<file path="config.mk">
export PLATFORM = sky130hd
export DESIGN_NAME = excl_monitor
export DESIGN_NICKNAME = d
export VERILOG_FILES = /design/src/rtl/exmon_pkg.sv /design/src/rtl/exmon_match.sv /design/src/rtl/exmon_alloc.sv /design/src/rtl/excl_monitor.sv
export SDC_FILE = /design/constraint.sdc
export NUM_CORES = 1
export LEC_CHECK = 0
export BUFFER_PORTS_ARGS = -buffer_cell sky130_fd_sc_hd__buf_2
export CAP_MARGIN = 10
export CORE_ASPECT_RATIO = 0.9
export CORE_UTILIZATION = 43
export CTS_BUF_LIST = sky130_fd_sc_hd__clkbuf_16
export CTS_CLUSTER_DIAMETER = 50
export DETAILED_ROUTE_END_ITERATION = 7
export PLACE_DENSITY = 0.64
export SYNTH_ARGS = -nofsm -noshare
export SYNTH_HDL_FRONTEND = slang
export SYNTH_SLANG_ARGS = --single-unit
</file>
<file path="constraint.sdc">
create_clock -name clk_i -period 9.09 [get_ports clk_i]
set_input_delay 0.4545 -clock clk_i [delete_from_list [all_inputs] [get_ports clk_i]]
set_output_delay 0.4545 -clock clk_i [all_outputs]
set_load 0.02 [all_outputs]
</file>
<file path="src/rtl/exmon_pkg.sv">
package exmon_pkg;

    // Access-type coding carried on the lock fields
    typedef enum logic [1:0] {
        LK_NORMAL = 2'b00,
        LK_EXCL   = 2'b01,
        LK_LOCKED = 2'b10,
        LK_RSVD   = 2'b11
    } lock_e;

    // Write response codes produced by the monitor
    typedef enum logic [1:0] {
        RSP_OKAY   = 2'b00,
        RSP_EXOKAY = 2'b01
    } resp_e;

endpackage

</file>
<file path="src/rtl/exmon_match.sv">
// Per-entry comparison of a query ID and window tag against the table.
module exmon_match #(
    parameter int ENTRIES = 4,
    parameter int ID_W    = 4,
    parameter int TAG_W   = 28
) (
    input  logic [ENTRIES-1:0]            ent_vld,
    input  logic [ENTRIES-1:0][ID_W-1:0]  ent_id,
    input  logic [ENTRIES-1:0][TAG_W-1:0] ent_tag,
    input  logic [ID_W-1:0]               q_id,
    input  logic [TAG_W-1:0]              q_tag,
    output logic [ENTRIES-1:0]            id_hit,
    output logic [ENTRIES-1:0]            tag_hit
);

    for (genvar e = 0; e < ENTRIES; e++) begin : g_cmp
        assign id_hit[e]  = ent_vld[e] && (ent_id[e] == q_id);
        assign tag_hit[e] = ent_vld[e] && (ent_tag[e] == q_tag);
    end

endmodule

</file>
<file path="src/rtl/exmon_alloc.sv">
// Keeps a dense age ranking of surviving entries (0 = youngest) and
// chooses the slot for a new reservation: same ID, else a free slot,
// else the oldest entry.
module exmon_alloc #(
    parameter int ENTRIES = 4,
    parameter int ID_W    = 4,
    localparam int IDX_W  = (ENTRIES > 1) ? $clog2(ENTRIES) : 1
) (
    input  logic                          req,
    input  logic [ENTRIES-1:0]            keep,
    input  logic [ENTRIES-1:0][ID_W-1:0]  ent_id,
    input  logic [ID_W-1:0]               rd_id,
    input  logic [ENTRIES-1:0][IDX_W-1:0] age_q,
    output logic [IDX_W-1:0]              slot,
    output logic [ENTRIES-1:0][IDX_W-1:0] age_d
);

    logic [ENTRIES-1:0][IDX_W-1:0] rank;
    logic [ENTRIES-1:0]            same;

    // Compact ranks after invalidations: rank = number of younger survivors
    always_comb begin
        rank = '0;
        for (int i = 0; i < ENTRIES; i++) begin
            for (int j = 0; j < ENTRIES; j++) begin
                if (keep[i] && keep[j] && (age_q[j] < age_q[i])) begin
                    rank[i] = rank[i] + 1'b1;
                end
            end
        end
    end

    for (genvar e = 0; e < ENTRIES; e++) begin : g_same
        assign same[e] = keep[e] && (ent_id[e] == rd_id);
    end

    // Slot choice
    always_comb begin
        logic found;
        found = 1'b0;
        slot  = '0;
        for (int i = 0; i < ENTRIES; i++) begin
            if (!found && same[i]) begin
                slot  = IDX_W'(i);
                found = 1'b1;
            end
        end
        for (int i = 0; i < ENTRIES; i++) begin
            if (!found && !keep[i]) begin
                slot  = IDX_W'(i);
                found = 1'b1;
            end
        end
        for (int i = 0; i < ENTRIES; i++) begin
            if (!found && (rank[i] == IDX_W'(ENTRIES - 1))) begin
                slot  = IDX_W'(i);
                found = 1'b1;
            end
        end
    end

    // Next ages: chosen slot becomes youngest, those younger than it shift
    always_comb begin
        for (int i = 0; i < ENTRIES; i++) begin
            if (!req) begin
                age_d[i] = rank[i];
            end else if (IDX_W'(i) == slot) begin
                age_d[i] = '0;
            end else if (keep[i] && (!keep[slot] || (rank[i] < rank[slot]))) begin
                age_d[i] = rank[i] + 1'b1;
            end else begin
                age_d[i] = rank[i];
            end
        end
    end

endmodule

</file>
<file path="src/rtl/excl_monitor.sv">
module excl_monitor
    import exmon_pkg::*;
#(
    parameter int ID_W    = 4,
    parameter int ADDR_W  = 32,
    parameter int WIN_LG  = 4,
    parameter int ENTRIES = 4
) (
    input  logic              clk_i,
    input  logic              rst_ni,
    input  logic              ar_fire_i,
    input  logic [ID_W-1:0]   ar_id_i,
    input  logic [ADDR_W-1:0] ar_addr_i,
    input  logic [1:0]        ar_lock_i,
    input  logic              aw_fire_i,
    input  logic [ID_W-1:0]   aw_id_i,
    input  logic [ADDR_W-1:0] aw_addr_i,
    input  logic [1:0]        aw_lock_i,
    output logic              rsp_valid_o,
    output logic              rsp_commit_o,
    output logic [1:0]        rsp_bresp_o,
    output logic [ID_W-1:0]   rsp_id_o
);

    localparam int TAG_W = ADDR_W - WIN_LG;
    localparam int IDX_W = (ENTRIES > 1) ? $clog2(ENTRIES) : 1;

    typedef struct packed {
        logic [ENTRIES-1:0]            vld;
        logic [ENTRIES-1:0][ID_W-1:0]  id;
        logic [ENTRIES-1:0][TAG_W-1:0] tag;
        logic [ENTRIES-1:0][IDX_W-1:0] age;
        logic                          rsp_v;
        logic                          rsp_c;
        logic [1:0]                    rsp_b;
        logic [ID_W-1:0]               rsp_id;
    } state_t;

    state_t st_q, st_d;

    logic [TAG_W-1:0]              wr_tag, rd_tag;
    logic [ENTRIES-1:0]            w_id_hit, w_tag_hit, clr, keep;
    logic                          w_excl, w_ok, r_excl;
    logic [IDX_W-1:0]              new_slot;
    logic [ENTRIES-1:0][IDX_W-1:0] age_nxt;
    logic [ENTRIES-1:0]            ent_valid_q;

    assign wr_tag = TAG_W'(aw_addr_i >> WIN_LG);
    assign rd_tag = TAG_W'(ar_addr_i >> WIN_LG);
    assign w_excl = aw_fire_i && (aw_lock_i == LK_EXCL);
    assign r_excl = ar_fire_i && (ar_lock_i == LK_EXCL);

    exmon_match #(
        .ENTRIES (ENTRIES),
        .ID_W    (ID_W),
        .TAG_W   (TAG_W)
    ) u_wmatch (
        .ent_vld (st_q.vld),
        .ent_id  (st_q.id),
        .ent_tag (st_q.tag),
        .q_id    (aw_id_i),
        .q_tag   (wr_tag),
        .id_hit  (w_id_hit),
        .tag_hit (w_tag_hit)
    );

    assign w_ok = w_excl && |(w_id_hit & w_tag_hit);

    // Write is judged on the registered table, then clears what it breaks
    always_comb begin
        if (!aw_fire_i) begin
            clr = '0;
        end else if (w_excl) begin
            clr = w_ok ? w_tag_hit : '0;
        end else begin
            clr = w_tag_hit & ~w_id_hit;
        end
        keep = st_q.vld & ~clr;
    end

    exmon_alloc #(
        .ENTRIES (ENTRIES),
        .ID_W    (ID_W)
    ) u_alloc (
        .req    (r_excl),
        .keep   (keep),
        .ent_id (st_q.id),
        .rd_id  (ar_id_i),
        .age_q  (st_q.age),
        .slot   (new_slot),
        .age_d  (age_nxt)
    );

    always_comb begin
        st_d     = st_q;
        st_d.vld = keep;
        st_d.age = age_nxt;
        if (r_excl) begin
            st_d.vld[new_slot] = 1'b1;
            st_d.id[new_slot]  = ar_id_i;
            st_d.tag[new_slot] = rd_tag;
        end
        st_d.rsp_v = aw_fire_i;
        st_d.rsp_c = aw_fire_i && (!w_excl || w_ok);
        st_d.rsp_b = w_ok ? RSP_EXOKAY : RSP_OKAY;
        if (aw_fire_i) begin
            st_d.rsp_id = aw_id_i;
        end
    end

    always_ff @(posedge clk_i) begin
        if (!rst_ni) begin
            st_q <= '0;
        end else begin
            st_q <= st_d;
        end
    end

    assign ent_valid_q  = st_q.vld;
    assign rsp_valid_o  = st_q.rsp_v;
    assign rsp_commit_o = st_q.rsp_c;
    assign rsp_bresp_o  = st_q.rsp_b;
    assign rsp_id_o     = st_q.rsp_id;

endmodule

</file>
Word level (Yosys, flattened, before mapping) --
Index checks and enable logic that the tools add are counted.
Cells by class: add/subtract/negate cells 16, equal/unequal tests 21, bitwise operators 6, multiplexer cells 67, order comparisons 22, reductions and logical operators 78
Operator list (count):
- $mux W132 | 1
- $bwmux W112 | 1
- $eq A28 B28 Y1 | 4
- $mux W2 | 35
- $demux W28 S2 | 1
- $logic_and A1 B1 Y1 | 54
- $lt A2 B2 Y1 | 20
- $eq A4 B4 Y1 | 8
- $mux W28 | 1
- $add A2 B1 Y2 const B | 13
- $mux W1 | 19
- $logic_not A1 Y1 | 17
- $bwmux W16 | 1
- $mux W4 | 4
- $and A4 B4 Y4 | 3
- $demux W4 S2 | 1
- $eq A2 B2 Y1 const B | 4
- $not A4 Y4 | 2
- $add A1 B1 Y2 const B | 3
- $logic_or A1 B1 Y1 | 5
- $bmux W2 S2 | 1
- $eq A2 B1 Y1 const B | 2
- $eq A2 B2 Y1 const A | 2
- $or A4 B4 Y4 | 1
- other kinds (7) | 7
Storage, ports and cells: word-level logic and storage cells 227, register bits after elaboration 148, output and inout bits 8

Longest topological paths before layout --
word-level depth 53, depth in mapped cells 32, depth with buffers taken out 30

Hierarchy --
From an unflattened synthesis, not the netlist that was laid out.
Unflattened totals: cell total of the unflattened synthesis 944, area, all modules 8613.3 um^2
By module, submodules not included:
- excl_monitor | cells each 534, instances 1, seq. area each 2942.8 um^2, area an instance 5522.8 um^2
- exmon_alloc | cells each 233, instances 1, seq. area each 0.0 um^2, area an instance 1660.3 um^2
- exmon_match | cells each 177, instances 1, seq. area each 0.0 um^2, area an instance 1430.1 um^2

Worst setup path before layout --
Ideal clock, no wire load.
path kind input to register, from in aw_addr_i[9], to reg st_q[14] in the netlist's numbering, slack 3.032 ns, setup time 0.115 ns, data arrival time 5.943 ns, buffers on the path 1, stages 30, required time 8.975 ns, cells stage by stage buf_6 > xnor2_2 > nand4_1 > or4_1 > or4_4 > o21ai_1 > o21a_1 > nor2_1 > and2_1 > and3_1 > ha_1 > inv_1 > a31oi_1 > nand2b_1 > ha_1 > inv_1 > a21oi_1 > nor3_1 > o2111ai_1 > o211ai_2 > nand2_1 > mux2_2 > a21oi_1 > ha_1 > inv_1 > a21oi_1 > o32ai_1 > a22oi_1 > xnor2_1 > and3_1
Between the ends: cells in the longest elaborated chain, start to end 53, elaborated cells between the ends (all ways) 136, those cells by class 13 x add/sub; 1 x order compare; 9 x eq/ne; 48 x mux; 4 x bitwise; 61 x reduce/logical
RTL lines:
- start: declaration | RTL line excl_monitor.sv:17 | input logic [ADDR_W-1:0] aw_addr_i,
- $eq A28 B28 Y1 | RTL line exmon_match.sv:18 | assign tag_hit[e] = ent_vld[e] && (ent_tag[e] == q_tag);
- $logic_and A1 B1 Y1 | RTL line exmon_match.sv:18
- $and A4 B4 Y4 | RTL line excl_monitor.sv:67 | assign w_ok = w_excl && |(w_id_hit & w_tag_hit);
- $reduce_or A4 Y1 | RTL line excl_monitor.sv:67
- $logic_and A1 B1 Y1 | RTL line excl_monitor.sv:67
- $mux W4 | RTL line excl_monitor.sv:74 | clr = w_ok ? w_tag_hit : '0;
- $mux W4 (*) | RTL line excl_monitor.sv:73 | end else if (w_excl) begin
- $mux W4 (*) | RTL line excl_monitor.sv:71 | if (!aw_fire_i) begin
- (+37 left out)
- $bmux W2 S2 or $bmux W1 S2 (tied branches) | RTL line exmon_alloc.sv:69 | end else if (keep[i] && (!keep[slot] || (rank[i] < rank[slot]))) begin
- $mux W2 (implied by the code) or $mux W1 (tied branches) | RTL line exmon_alloc.sv:69
- $lt A2 B2 Y1 or $logic_not A1 Y1 (tied branches) | RTL line exmon_alloc.sv:69
- $logic_or A1 B1 Y1 | RTL line exmon_alloc.sv:69
- $logic_and A1 B1 Y1 | RTL line exmon_alloc.sv:69
- $mux W2 | RTL line exmon_alloc.sv:69
- $mux W2 | RTL line exmon_alloc.sv:67 | end else if (IDX_W'(i) == slot) begin
- $mux W2 (*) | RTL line exmon_alloc.sv:65 | if (!req) begin
- end signal: assignment | RTL line excl_monitor.sv:115 | st_q <= st_d;
- end: declaration | RTL line excl_monitor.sv:39 | state_t st_q, st_d;
Mark *: on every way between the ends. The rest lies on a longest branch, timed or not. The select of a mux whose other input is x is not followed. A chain may end at the register's enable or synchronous reset.

==> results by group <==
Timing
  • Hold Fails Final Rpt: 0
  • RSZ-0062 raised after global routing: false
  • Worst-margin pin slew: 1.15 ns
  • Clock skew: 0.00906 ns
  • Final worst setup slack: 2.09 ns
  • Final worst path period need: 7.00 ns
  • Setup TNS: 0 ns
  • Headroom to the max-slew limit: 23.4%
  • Final setup fails: 0
  • Crit share post-route: 77.0%
  • Fmax: 143 MHz
  • Slew Viols, Final: 0

Clocking
  • Level count of the clock H-tree: 4
  • Clk buf depth: 2
  • Clk sinks: 147
  • Postcts setup bufs: 0
  • CTS Hold Bufs: 0
  • Clock-pin slew on the worst setup and hold paths: 0.06 ns
  • Clk Tree Root Cell: clkbuf_16
  • CTS resizes: 0
  • Total CTS buffers: 17
  • Insertion delay to the later sink of the worst-skew pair: 0.43 ns
  • CTS tree: yes

Min path
  • Hold/Removal Path Class: in2reg
  • Hold wc startpoint: ar_addr_i[12]
  • Hold depth: 3

Synthesis
  • Syn Std Cell Area: 8970 um^2
  • Post-synthesis async set-or-reset flop share: 0%
  • Syn avg cell area: 8.87 um^2
  • Most numerous cell in the Yosys netlist: dfxtp_1
  • Synth top area cells: dfxtp_1 (33%), mux2i_1 (11%), xnor2_1 (9.5%)
  • Yosys top cell by area: dfxtp_1
  • Number of synthesized flops with an enable pin: 0
  • Post-Syn Nets: 1120
  • Synth top cells by count: dfxtp_1 (147), nand2_1 (100), nor2b_1 (100)
  • Most common flop cell mapped by yosys: dfxtp_1
  • Synth unique cells: 74
  • Post-synthesis cell count: 1012
  • Yosys Warn Count: 0
  • Register area share after synthesis: 32.8%
  • Post-synth top area share: 32.8%
  • Synth Register Bits: 147

Routing
  • Total Wirelength: 22.9 mm
  • Routed WL per cell: 17.4 um
  • Post-route ant nets: 0
  • Via density: 5.32
  • DR iter-0 viols: 432
  • Pre-Repair DR Iteration Count: 4
  • Total vias in the final route: 6999
  • DR DRC count: 0

Global route
  • Wire length of the first global-routing pass: 36.1 mm
  • Aggregate global-route resource usage: 21.8%
  • Vias in the first global route: 6538
  • Initial antenna violation count: 0
  • Global route overflow: 0
  • Largest net degree at the start of global routing: 135

Pwr
  • Leakage power: 3.54 nW
  • Max VDD drop: 0.000110 V
  • PwrDens: 147 nW/um^2

Setup path
  • Setup CP Type: reg2reg
  • Critical path's top delay family: simple AND/OR/NAND/NOR gates
  • Startpoint Class: register
  • Required @ worst endpoint: 9.40 ns
  • R2r setup slk: 2.09 ns
  • Critical Path AT: 7.31 ns
  • Crit-path max cell delay: 0.68 ns
  • Slowest CP cell: nor2_1
  • Max FO, Critical Path: 12
  • Cells on worst reg2reg path: 26
  • WP buf/inv: 2
  • Critical path endpoint category: register
  • R2r endpoint: st_q[14]
  • WP depth: 26

Run status
  • Outcome: completed

Die
  • Die H: 139 um
  • Row count: 49
  • Die W: 154 um
  • Core area: 20200 um^2
  • Full die area: 21400 um^2
  • Top Ports: 88
  • Initial Utilization: 44.3%

Finish
  • Nets@finish: 1155
  • Share of cells above drive strength 1: 13.5%
  • Layout area overhead: 11.2%
  • Antenna diodes: 0

Place
  • Place WS: 1.87 ns
  • PortBufs: 78
  • GP Congestion: 0.899
  • Post-DP HPWL: 16.6 mm

Flow run
  • Max capacitance violation total: 0
-- where the power goes --
group	leakage, nW	switching [W]	internal (W)
clock	0.272	0.000293	0.000378
sequential	1.19	0.00000531	0.000652
combinational	2.08	0.0000810	0.0000602
-- metal layers --
metal / track usage [%] / wire length [um] / vias up
li1: - / - / 3510
met1: 31.8 / 11900 / 3342
met2: 33.2 / 9870 / 133
met3: 3.72 / 900 / 14
met4: 5.21 / 206 / 0
met5: 0 / 0 / -
-- worst min-delay path, cell delays in order --
cell and delay (ns):
buf_2 0.12, nand2_1 0.05, a21boi_1 0.05
-- final cells by class --
type / instances / area [um^2]
clock inverter: 15 / 136
clock buffer: 17 / 425
timing repair buffer: 87 / 473
fill: 1946 / 10300
inverter: 39 / 146
tap: 255 / 319
sequential: 147 / 2940
multi-input combinational: 755 / 5530
-- cell families (layout without fill, tap and decap cells) --
kind of cell | Yosys count | count (layout) | share of synthesized area [%]
compound gates | 126 | 126 | 10.4
xor+xnor | 138 | 138 | 13.8
mux | 104 | 104 | 11.7
other cells | 1 | 1 | 0.0418
buf+inv | 110 | 158 | 5.69
flops | 147 | 147 | 32.8
simple gates | 358 | 358 | 21.7
fa+ha+maj | 28 | 28 | 3.90
-- how the worst max path moves through the flow --
stage                             start        to  slack, ns
final                          register  st_q[14]       2.09
after global routing           register  st_q[14]       1.50
after CTS                      register  st_q[14]       2.11
after detailed placement  aw_addr_i[21]  st_q[14]       1.87
after global placement    aw_addr_i[21]  st_q[14]       1.93
after floorplan            aw_addr_i[9]  st_q[14]       3.03
-- through the flow --
stage / total power, W / instance area [um^2] / util, % / hold WS, ns / cells
global route: 0.00152 / 9970 / 49.3 / 0.287 / 1315
CTS: 0.00148 / 9970 / 49.3 / 0.286 / 1315
detailed placement: 0.000812 / 9410 / 46.5 / 0.457 / 1283
floorplan: 0.000765 / 8970 / - / 0.447 / 1012
finish: 0.00147 / 9970 / 49.3 / 0.298 / 1315
global placement: 0.000811 / 9410 / 46.5 / 0.453 / 1283
-- layout by cell type (no fill, tap or decap), types with 20 or more instances in the layout --
cell and n:
nand2b_1 20, nand2_1 100, nor2_1 28, mux2i_1 99, ha_1 28, xnor2_1 97
nor2b_1 100, dfxtp_1 147, nand4_1 29, inv_1 41, a21oi_1 26, xor2_1 37
buf_2 77, a21boi_1 30
Note: power is estimated with default switching activity, not from simulation.
